$ cat src/rtl/uart_rx_pkg.sv
package uart_rx_pkg;

    typedef enum logic [2:0] {
        ST_IDLE,
        ST_START,
        ST_DATA,
        ST_PAR,
        ST_STOP,
        ST_BRKW
    } rx_state_e;

    typedef struct packed {
        logic [7:0] data;
        logic       perr;
        logic       ferr;
        logic       brk;
    } rx_char_t;

    localparam int MAX_BITS = 8;

    // Shift register fills from the MSB; move the received bits to bit 0.
    function automatic logic [7:0] align_lsb(input logic [7:0] sh, input logic [1:0] len_sel);
        return sh >> (2'd3 - len_sel);
    endfunction

    function automatic logic [2:0] last_index(input logic [1:0] len_sel);
        return 3'd4 + {1'b0, len_sel};
    endfunction

endpackage

$ cat src/rtl/uart_rx_front.sv
module uart_rx_front #(
    parameter int OSR = 16,
    localparam int CW = $clog2(OSR)
) (
    input  logic clk,
    input  logic rst,
    input  logic tick,
    input  logic rxd,
    input  logic lb_txd,
    input  logic irx_pulse,
    input  logic cfg_sir,
    input  logic cfg_loop,
    output logic line
);
    logic [1:0]    nrz_q;
    logic [1:0]    irx_q;
    logic          hit;
    logic [CW-1:0] stretch;
    logic          nrz_src;
    logic          sir_low;

    assign nrz_src = cfg_loop ? lb_txd : rxd;
    assign sir_low = hit | irx_q[1] | (stretch != '0);
    assign line    = (cfg_sir && !cfg_loop) ? ~sir_low : nrz_q[1];

    always_ff @(posedge clk) begin
        if (rst) begin
            nrz_q   <= 2'b11;
            irx_q   <= 2'b00;
            hit     <= 1'b0;
            stretch <= '0;
        end else begin
            nrz_q <= {nrz_q[0], nrz_src};
            irx_q <= {irx_q[0], irx_pulse};
            if (tick) begin
                hit <= 1'b0;
                if (hit || irx_q[1])
                    stretch <= CW'(OSR - 1);
                else if (stretch != '0)
                    stretch <= stretch - 1'b1;
            end else if (irx_q[1]) begin
                hit <= 1'b1;
            end
        end
    end
endmodule

$ cat src/rtl/uart_rx_engine.sv
module uart_rx_engine
    import uart_rx_pkg::*;
#(
    parameter int OSR = 16,
    localparam int CW  = $clog2(OSR),
    localparam int MID = OSR / 2
) (
    input  logic       clk,
    input  logic       rst,
    input  logic       tick,
    input  logic       line,
    input  logic [1:0] cfg_len,
    input  logic       cfg_par_en,
    input  logic       cfg_par_even,
    output logic       done,
    output rx_char_t   res
);
    rx_state_e     state;
    logic [CW-1:0] cnt;
    logic [2:0]    bidx;
    logic [7:0]    sh;
    logic          allz;
    logic          parbit;
    rx_char_t      res_next;
    logic          ones_odd;

    always_comb begin
        res_next.data = align_lsb(sh, cfg_len);
        res_next.brk  = allz & ~line;
        res_next.ferr = ~line;
        ones_odd      = (^res_next.data) ^ parbit;
        res_next.perr = cfg_par_en & ~res_next.brk &
                        (cfg_par_even ? ones_odd : ~ones_odd);
    end

    always_ff @(posedge clk) begin
        if (rst) begin
            state  <= ST_IDLE;
            cnt    <= '0;
            bidx   <= '0;
            sh     <= '0;
            allz   <= 1'b0;
            parbit <= 1'b0;
            done   <= 1'b0;
            res    <= '0;
        end else begin
            done <= 1'b0;
            if (tick) begin
                case (state)
                    ST_IDLE: if (!line) begin
                        state <= ST_START;
                        cnt   <= '0;
                    end
                    ST_START: if (cnt == CW'(MID - 1)) begin
                        cnt <= '0;
                        if (!line) begin
                            state <= ST_DATA;
                            bidx  <= '0;
                            sh    <= '0;
                            allz  <= 1'b1;
                        end else begin
                            state <= ST_IDLE;
                        end
                    end else begin
                        cnt <= cnt + 1'b1;
                    end
                    ST_DATA: if (cnt == CW'(OSR - 1)) begin
                        cnt  <= '0;
                        sh   <= {line, sh[7:1]};
                        allz <= allz & ~line;
                        if (bidx == last_index(cfg_len))
                            state <= cfg_par_en ? ST_PAR : ST_STOP;
                        else
                            bidx <= bidx + 1'b1;
                    end else begin
                        cnt <= cnt + 1'b1;
                    end
                    ST_PAR: if (cnt == CW'(OSR - 1)) begin
                        cnt    <= '0;
                        parbit <= line;
                        allz   <= allz & ~line;
                        state  <= ST_STOP;
                    end else begin
                        cnt <= cnt + 1'b1;
                    end
                    ST_STOP: if (cnt == CW'(OSR - 1)) begin
                        cnt   <= '0;
                        done  <= 1'b1;
                        res   <= res_next;
                        state <= res_next.brk ? ST_BRKW : ST_IDLE;
                    end else begin
                        cnt <= cnt + 1'b1;
                    end
                    ST_BRKW: if (line) state <= ST_IDLE;
                    default: state <= ST_IDLE;
                endcase
            end
        end
    end
endmodule

$ cat src/rtl/uart_rx_core.sv
module uart_rx_core
    import uart_rx_pkg::*;
#(
    parameter int OSR = 16
) (
    input  logic       clk,
    input  logic       rst,
    input  logic       tick_16x,
    input  logic       rxd,
    input  logic       lb_txd,
    input  logic       irx_pulse,
    input  logic [1:0] cfg_len,
    input  logic       cfg_par_en,
    input  logic       cfg_par_even,
    input  logic       cfg_sir,
    input  logic       cfg_loop,
    input  logic       sink_full,
    output logic       char_wr,
    output logic [7:0] char_data,
    output logic       char_perr,
    output logic       char_ferr,
    output logic       char_brk,
    output logic       char_ovr
);
    logic     line;
    logic     eng_done;
    rx_char_t eng_res;
    rx_char_t held;

    uart_rx_front #(.OSR(OSR)) u_front (
        .clk       (clk),
        .rst       (rst),
        .tick      (tick_16x),
        .rxd       (rxd),
        .lb_txd    (lb_txd),
        .irx_pulse (irx_pulse),
        .cfg_sir   (cfg_sir),
        .cfg_loop  (cfg_loop),
        .line      (line)
    );

    uart_rx_engine #(.OSR(OSR)) u_engine (
        .clk          (clk),
        .rst          (rst),
        .tick         (tick_16x),
        .line         (line),
        .cfg_len      (cfg_len),
        .cfg_par_en   (cfg_par_en),
        .cfg_par_even (cfg_par_even),
        .done         (eng_done),
        .res          (eng_res)
    );

    always_ff @(posedge clk) begin
        if (rst) begin
            char_wr  <= 1'b0;
            char_ovr <= 1'b0;
            held     <= '0;
        end else begin
            char_wr  <= 1'b0;
            char_ovr <= 1'b0;
            if (eng_done) begin
                if (sink_full) begin
                    char_ovr <= 1'b1;
                end else begin
                    char_wr <= 1'b1;
                    held    <= eng_res;
                end
            end
        end
    end

    assign char_data = held.data;
    assign char_perr = held.perr;
    assign char_ferr = held.ferr;
    assign char_brk  = held.brk;
endmodule

$ cat config.mk
export PLATFORM = sky130hd
export DESIGN_NAME = uart_rx_core
export DESIGN_NICKNAME = d
export VERILOG_FILES = /design/src/rtl/uart_rx_pkg.sv /design/src/rtl/uart_rx_front.sv /design/src/rtl/uart_rx_engine.sv /design/src/rtl/uart_rx_core.sv
export SDC_FILE = /design/constraint.sdc
export NUM_CORES = 1
export LEC_CHECK = 0
export BUFFER_PORTS_ARGS = -buffer_cell sky130_fd_sc_hd__buf_4
export CORE_ASPECT_RATIO = 0.7
export CORE_MARGIN = 3
export CORE_UTILIZATION = 40
export DETAILED_ROUTE_END_ITERATION = 8
export PLACE_DENSITY = 0.55
export SLEW_MARGIN = 20
export SYNTH_ARGS = -nofsm -noshare
export SYNTH_HDL_FRONTEND = slang
export SYNTH_SLANG_ARGS = --single-unit
$ cat constraint.sdc
create_clock -name clk -period 2.3 [get_ports clk]
set_input_delay 0.575 -clock clk [delete_from_list [all_inputs] [get_ports clk]]
set_output_delay 0.575 -clock clk [all_outputs]
set_load 0.05 [all_outputs]
* After elaboration in Yosys (flattened, before gate mapping)
Cells that the tools add are included.
Operators by class: add/subtract/negate cells 5, eq/ne operators 18, shift operators 1, mux-type cells 36, bitwise logic cells 14, reductions and logical operators 24
Operators by type and width (number):
- two-way mux 3 bit | 13
- two-way mux 8 bit | 3
- two-way mux 4 bit | 5
- case mux 3 bit (6 select lines) | 1
- case mux 8 bit (2 select lines) | 1
- inequality test 2 x 1 -> 1 bit (second input constant) | 7
- case mux 4 bit (3 select lines) | 1
- AND reduction 5 bit | 2
- two-way mux 1 bit | 9
- AND reduction 3 bit | 3
- inverter 1 bit | 8
- AND reduction 8 bit | 1
- XOR reduction 8 bit | 1
- >> shifter 8 x 2 -> 8 bit | 1
- == test 3 x 2 -> 1 bit (second input constant) | 2
- == test 3 bit (second input constant) | 2
- inequality test 2 bit (second input constant) | 3
- case mux 3 bit (2 select lines) | 1
- AND reduction 6 bit | 1
- nonzero test 2 bit | 3
- OR reduction 2 bit | 3
- OR reduction 3 bit | 2
- adder 4 x 1 -> 4 bit (second input constant) | 1
- == test 4 x 3 -> 1 bit (second input constant) | 1
- other kinds (19) | 23
Storage, ports and cells: bits in registers 54, output and inout bits 13

* Logic depth before layout (Yosys ltp)
word-level depth 9, mapped depth 8, gate-level depth less buffers 7

* Hierarchy
A second synthesis with hierarchy kept.
Unflattened totals: cell total of the unflattened synthesis 308, area, all modules 2746.4 µm²
Modules (own cells, without submodules):
- uart_rx_engine | instances 1, cells an instance 213, area an instance 1784.2 µm², sequential area each 640.6 µm²
- uart_rx_core | instances 1, cells an instance 54, area an instance 569.3 µm², sequential area each 260.2 µm²
- uart_rx_front | instances 1, cells an instance 41, area an instance 392.9 µm², sequential area each 180.2 µm²

* Least setup slack after synthesis
No wires, ideal clock.
kind input port to flip-flop, from in cfg_len[1], to reg u_engine.res[2] in the netlist's numbering, library setup time 0.130 ns, data arrival time 1.722 ns, data required time 2.170 ns, setup slack 0.448 ns, cell stages on the path 6, buffers on the path 1, path through buf_2 -> mux2_4 -> xnor2_2 -> xnor3_1 -> o2111ai_1 -> o211ai_1
On the way: longest elaborated chain between the ends 7
Ends and longest elaborated chain:
- start, declared | RTL line uart_rx_core.sv:12 | input logic [1:0] cfg_len,
- subtractor 2 bit (*) | RTL line uart_rx_pkg.sv:23 | return sh >> (2'd3 - len_sel);
- >> shifter 8 x 2 -> 8 bit (*) | RTL line uart_rx_pkg.sv:23
- XOR reduction 8 bit (*) | RTL line uart_rx_engine.sv:31 | ones_odd = (^res_next.data) ^ parbit;
- bitwise XOR 1 bit (*) | RTL line uart_rx_engine.sv:31
- inverter 1 bit | RTL line uart_rx_engine.sv:33 | (cfg_par_even ? ones_odd : ~ones_odd);
- two-way mux 1 bit (*) | RTL line uart_rx_engine.sv:33
- bitwise AND 1 bit (*) | RTL line uart_rx_engine.sv:32 | res_next.perr = cfg_par_en & ~res_next.brk &
- end signal, assigned | RTL line uart_rx_engine.sv:89 | res <= res_next;
- end, declared | RTL line uart_rx_engine.sv:16 | output rx_char_t res
Mark *: on every way between the ends. The rest lies on a longest branch, timed or not. A chain may end at the register's enable or synchronous reset.

* Worst setup path in the final report
from reg u_front.stretch[0], to reg u_engine.allz
On the way: longest elaborated chain between the ends 8, elaborated cells on any way between the ends 10
Ends and longest elaborated chain:
- start, declared | RTL line uart_rx_front.sv:18 | logic [CW-1:0] stretch;
- start signal, assigned | RTL line uart_rx_front.sv:38 | stretch <= CW'(OSR - 1);
- start signal, assigned | RTL line uart_rx_front.sv:40 | stretch <= stretch - 1'b1;
- nonzero test 4 bit (*) | RTL line uart_rx_front.sv:23 | assign sir_low = hit | irx_q[1] | (stretch != '0);
- OR 1 bit (*) | RTL line uart_rx_front.sv:23
- inverter 1 bit (*) | RTL line uart_rx_front.sv:24 | assign line = (cfg_sir && !cfg_loop) ? ~sir_low : nrz_q[1];
- two-way mux 1 bit (*) | RTL line uart_rx_front.sv:24
- inverter 1 bit | RTL line uart_rx_engine.sv:70, uart_rx_engine.sv:81
- bitwise AND 1 bit | RTL line uart_rx_engine.sv:70, uart_rx_engine.sv:81
- two-way mux 1 bit | RTL line uart_rx_engine.sv:67, uart_rx_engine.sv:78
- case mux 1 bit (2 select lines) | RTL line uart_rx_engine.sv:49 | case (state)
- end signal, assigned | RTL line uart_rx_engine.sv:70 | allz <= allz & ~line;
- end signal, assigned | RTL line uart_rx_engine.sv:81 | allz <= allz & ~line;
- end, declared | RTL line uart_rx_engine.sv:22 | logic allz;
Mark *: on every way between the ends. The rest lies on a longest branch, timed or not. The select of a mux whose other input is x is not followed.

==> key figures <==
Worst setup path
  • Setup CP Type: reg -> reg
  • Slowest-stage cell, CP: and2_0
  • Largest delay contributor family on the critical path: simple AND/OR/NAND/NOR gates
  • CP arrival: 2.23 ns
  • Worst path bufs/invs: 1
  • CP Cell Sequence: inv_1 -> ha_1 -> nor3b_1 -> nand4b_1 -> and2_0 -> o31ai_1 -> a21oi_1
  • Max stage delay on crit path: 0.35 ns
  • Critical path endpoint category: flip-flop
  • Worst Path Max Fanout: 7
  • Crit start category: flip-flop
  • Worst EP required: 2.50 ns

Power and ir drop
  • Psw: 472 µW
  • Internal: 1260 µW
  • Combinational fraction of design power: 11.1%
  • Reg power frac: 55.8%
  • Pleak: 0.00118 µW
  • Power Dens Cells: 564 mW/mm²
  • Sw Share: 27.3%
  • Clk pwr share: 33.1%
  • Max IR drop VDD: 0.000347 V

Placement
  • Final GP Congestion: 0.850
  • I/O Buffers: 25
  • Post-DP HPWL: 4.56 mm

STA
  • Setup TNS: 0 ns
  • Final setup viols: 0
  • Min Tclk post-route: 2.03 ns
  • WHS: 0.422 ns
  • Slew headroom: 65.3%
  • Skew final: 0.0109 ns
  • Worst Max-Slew Pin Slew: 0.516 ns
  • Max-slew violations: 0
  • Crit share post-route: 88.4%
  • Final hold viol count: 0
  • Max Freq: 0.492 GHz
  • RSZ-0062 raised after global routing: no

Route
  • Routed wire per std cell: 14.4 µm
  • Routed length on met3: 288 µm
  • Met2 wire len: 2.49 mm
  • Routed wire length: 6.37 mm
  • Initial drt markers: 201
  • Post-DRT Antenna Nets: 0
  • M1 wire length: 3.56 mm
  • Via density: 5.30
  • DRC: 0
  • Total vias in the final route: 2347
  • Max Used Layer: met4
  • Detailed Routing Iterations Pass 1: 4

Clocking
  • Post-CTS setup buffers: 0
  • Hold bufs inserted after CTS: 0
  • Clock root buffer master: clkbuf_8
  • Clock H-tree levels: 2
  • Clock sink count: 54
  • Worst-Skew Late Latency: 0.31 ns
  • Clock Tree Buf Depth: 2
  • Post_cts resized: 0
  • Clock transition at the registers of the reported paths: 0.11 ns
  • TritonCTS clock tree: done
  • Total CTS buffers: 5

Outcome
  • Status: finished clean

Floorplan
  • Initial Utilization: 42.4%
  • Core outline area: 0.00637 mm²
  • Row cnt: 24
  • Full die area: 0.00778 mm²
  • Ports: 26
  • Vert. Die Dim: 74.7 µm
  • Die Wd: 104 µm

Yosys
  • Synth cell count leaders: dfxtp_1, nand2_1, a21oi_1
  • Mapped cell area: 0.00270 mm²
  • Synthesis-stage register bit count: 54
  • Ranking of synthesized cells by area: dfxtp_1, a21oi_1, nand2_1
  • Synth Flop Type: dfxtp_1
  • Ys async rst share: 0%
  • Count of cell types in the netlist: 57
  • Top cell type's share of synthesized area: 40.1%
  • EDFF count, synth: 0
  • Synth Net Count: 351
  • Dominant cell type by area after synthesis: dfxtp_1
  • Synth Instances: 335
  • Synth warn: 0
  • Synthesized area per cell: 8.05 µm²
  • Sequential share of the synthesized area: 40.1%

Finish
  • P&R area growth vs syn: 13.5%
  • Multi-input logic area: 0.00148 mm²
  • Fillers: 665
  • Nets: 367
  • Reg area: 0.00108 mm²
  • # diodes: 0
  • Share of cells above drive strength 1: 14.5%

Global route
  • First-pass GRT wire length: 10.9 mm
  • Pin count of the biggest net entering global routing: 30
  • GR Overflow Total: 0
  • Vias in the first global route: 2142
  • Number of antenna violations at the first check in global routing: 0
  • GRT Overall Usage: 17.0%

Hold path
  • Min-delay worst type: reg -> reg

Job
  • Max_cap viols: 0
==> sequential cells by signal, indices dropped and copies added, names as in the netlist <==
register         flops
char_brk             1
char_data            8
char_ferr            1
char_ovr             1
char_perr            1
char_wr              1
u_engine.allz        1
u_engine.bidx        3
u_engine.cnt         4
u_engine.done        1
u_engine.parbit      1
u_engine.res        11
u_engine.sh          8
u_engine.state       3
u_front.hit          1
u_front.irx_q        2
u_front.nrz_q        2
u_front.stretch      4
==> per-stage QoR <==
step | std cells | total power (µW) | worst slack [ns] | util, % | cell area, µm²
finish | 443 | 1730 | 0.267 | 48.1 | 3060
CTS | 443 | 1750 | 0.292 | 48.1 | 3060
global route | 443 | 1820 | 0.0466 | 48.1 | 3060
floorplan | 335 | 1120 | 0.448 | - | 2700
global placement | 435 | 1180 | 0.344 | 46.6 | 2970
detailed placement | 435 | 1180 | 0.294 | 46.6 | 2970
==> worst register-to-register path, cell delays in order, from the launching register on <==
cell and delay, ns:
dfxtp_1 0.32, inv_1 0.09, ha_1 0.22, nor3b_1 0.26
nand4b_1 0.31, and2_0 0.35, o31ai_1 0.27, a21oi_1 0.10
==> kinds of logic (layout without fill, tap and decap cells) <==
logic type      count (synthesis)  after routing  share of synthesized area [%]
compound gates                 95             95                           21.2
xor+xnor                        7              7                           3.57
fa+ha+maj                       3              3                           1.39
buf+inv                        33             50                           5.01
flops                          54             54                           40.1
mux                            11             11                           4.31
simple gates                  132            132                           24.4
==> power by group through the flow <==
stage	clock (µW)	combinational, µW	sequential, µW
floorplan	0	143	980
global placement	0	190	986
detailed placement	0	190	986
CTS	597	191	965
global route	639	214	968
finish	573	191	965
==> final timing paths <==
path | start | endpoint | slack [ns] | cells after the start
worst max register to register | u_front.stretch[0] | u_engine.allz | 0.27 | 7
worst min-delay path | u_front.nrz_q[0] | u_front.nrz_q[1] | 0.42 | 1
worst min register to register | u_front.nrz_q[0] | u_front.nrz_q[1] | 0.42 | 1
worst max-delay path | u_front.stretch[0] | u_engine.allz | 0.27 | 7
==> metal layers <==
metal  GRT usage [%]  vias to the layer above
li1                -                     1230
met1            26.3                     1071
met2            24.3                       44
met3            3.94                        2
met4            2.95                        0
met5               0                        -
==> final cells by class <==
class                      count  share of cell area, %
multi-input combinational    248                   48.4
inverter                       7                  0.858
clock inverter                 3                  0.940
sequential                    54                   35.3
tap                           91                   3.72
clock buffer                   5                   2.25
timing repair buffer          35                   8.58
==> layout by cell type (no fill, tap or decap), types with 3 or more instances in the layout <==
cell type and instances:
nand3_1 11, ha_1 3, a21oi_1 44, and3_1 3
mux2i_1 9, nor3b_1 4, nor2_1 19, inv_1 7
o211ai_1 4, a31oi_1 6, nand2_1 54, clkbuf_8 5
o21ai_0 17, nand2b_1 6, dfxtp_1 54, buf_4 35
nand4_1 11, nor2b_1 7
No activity file was read; power rests on OpenSTA's default activity.
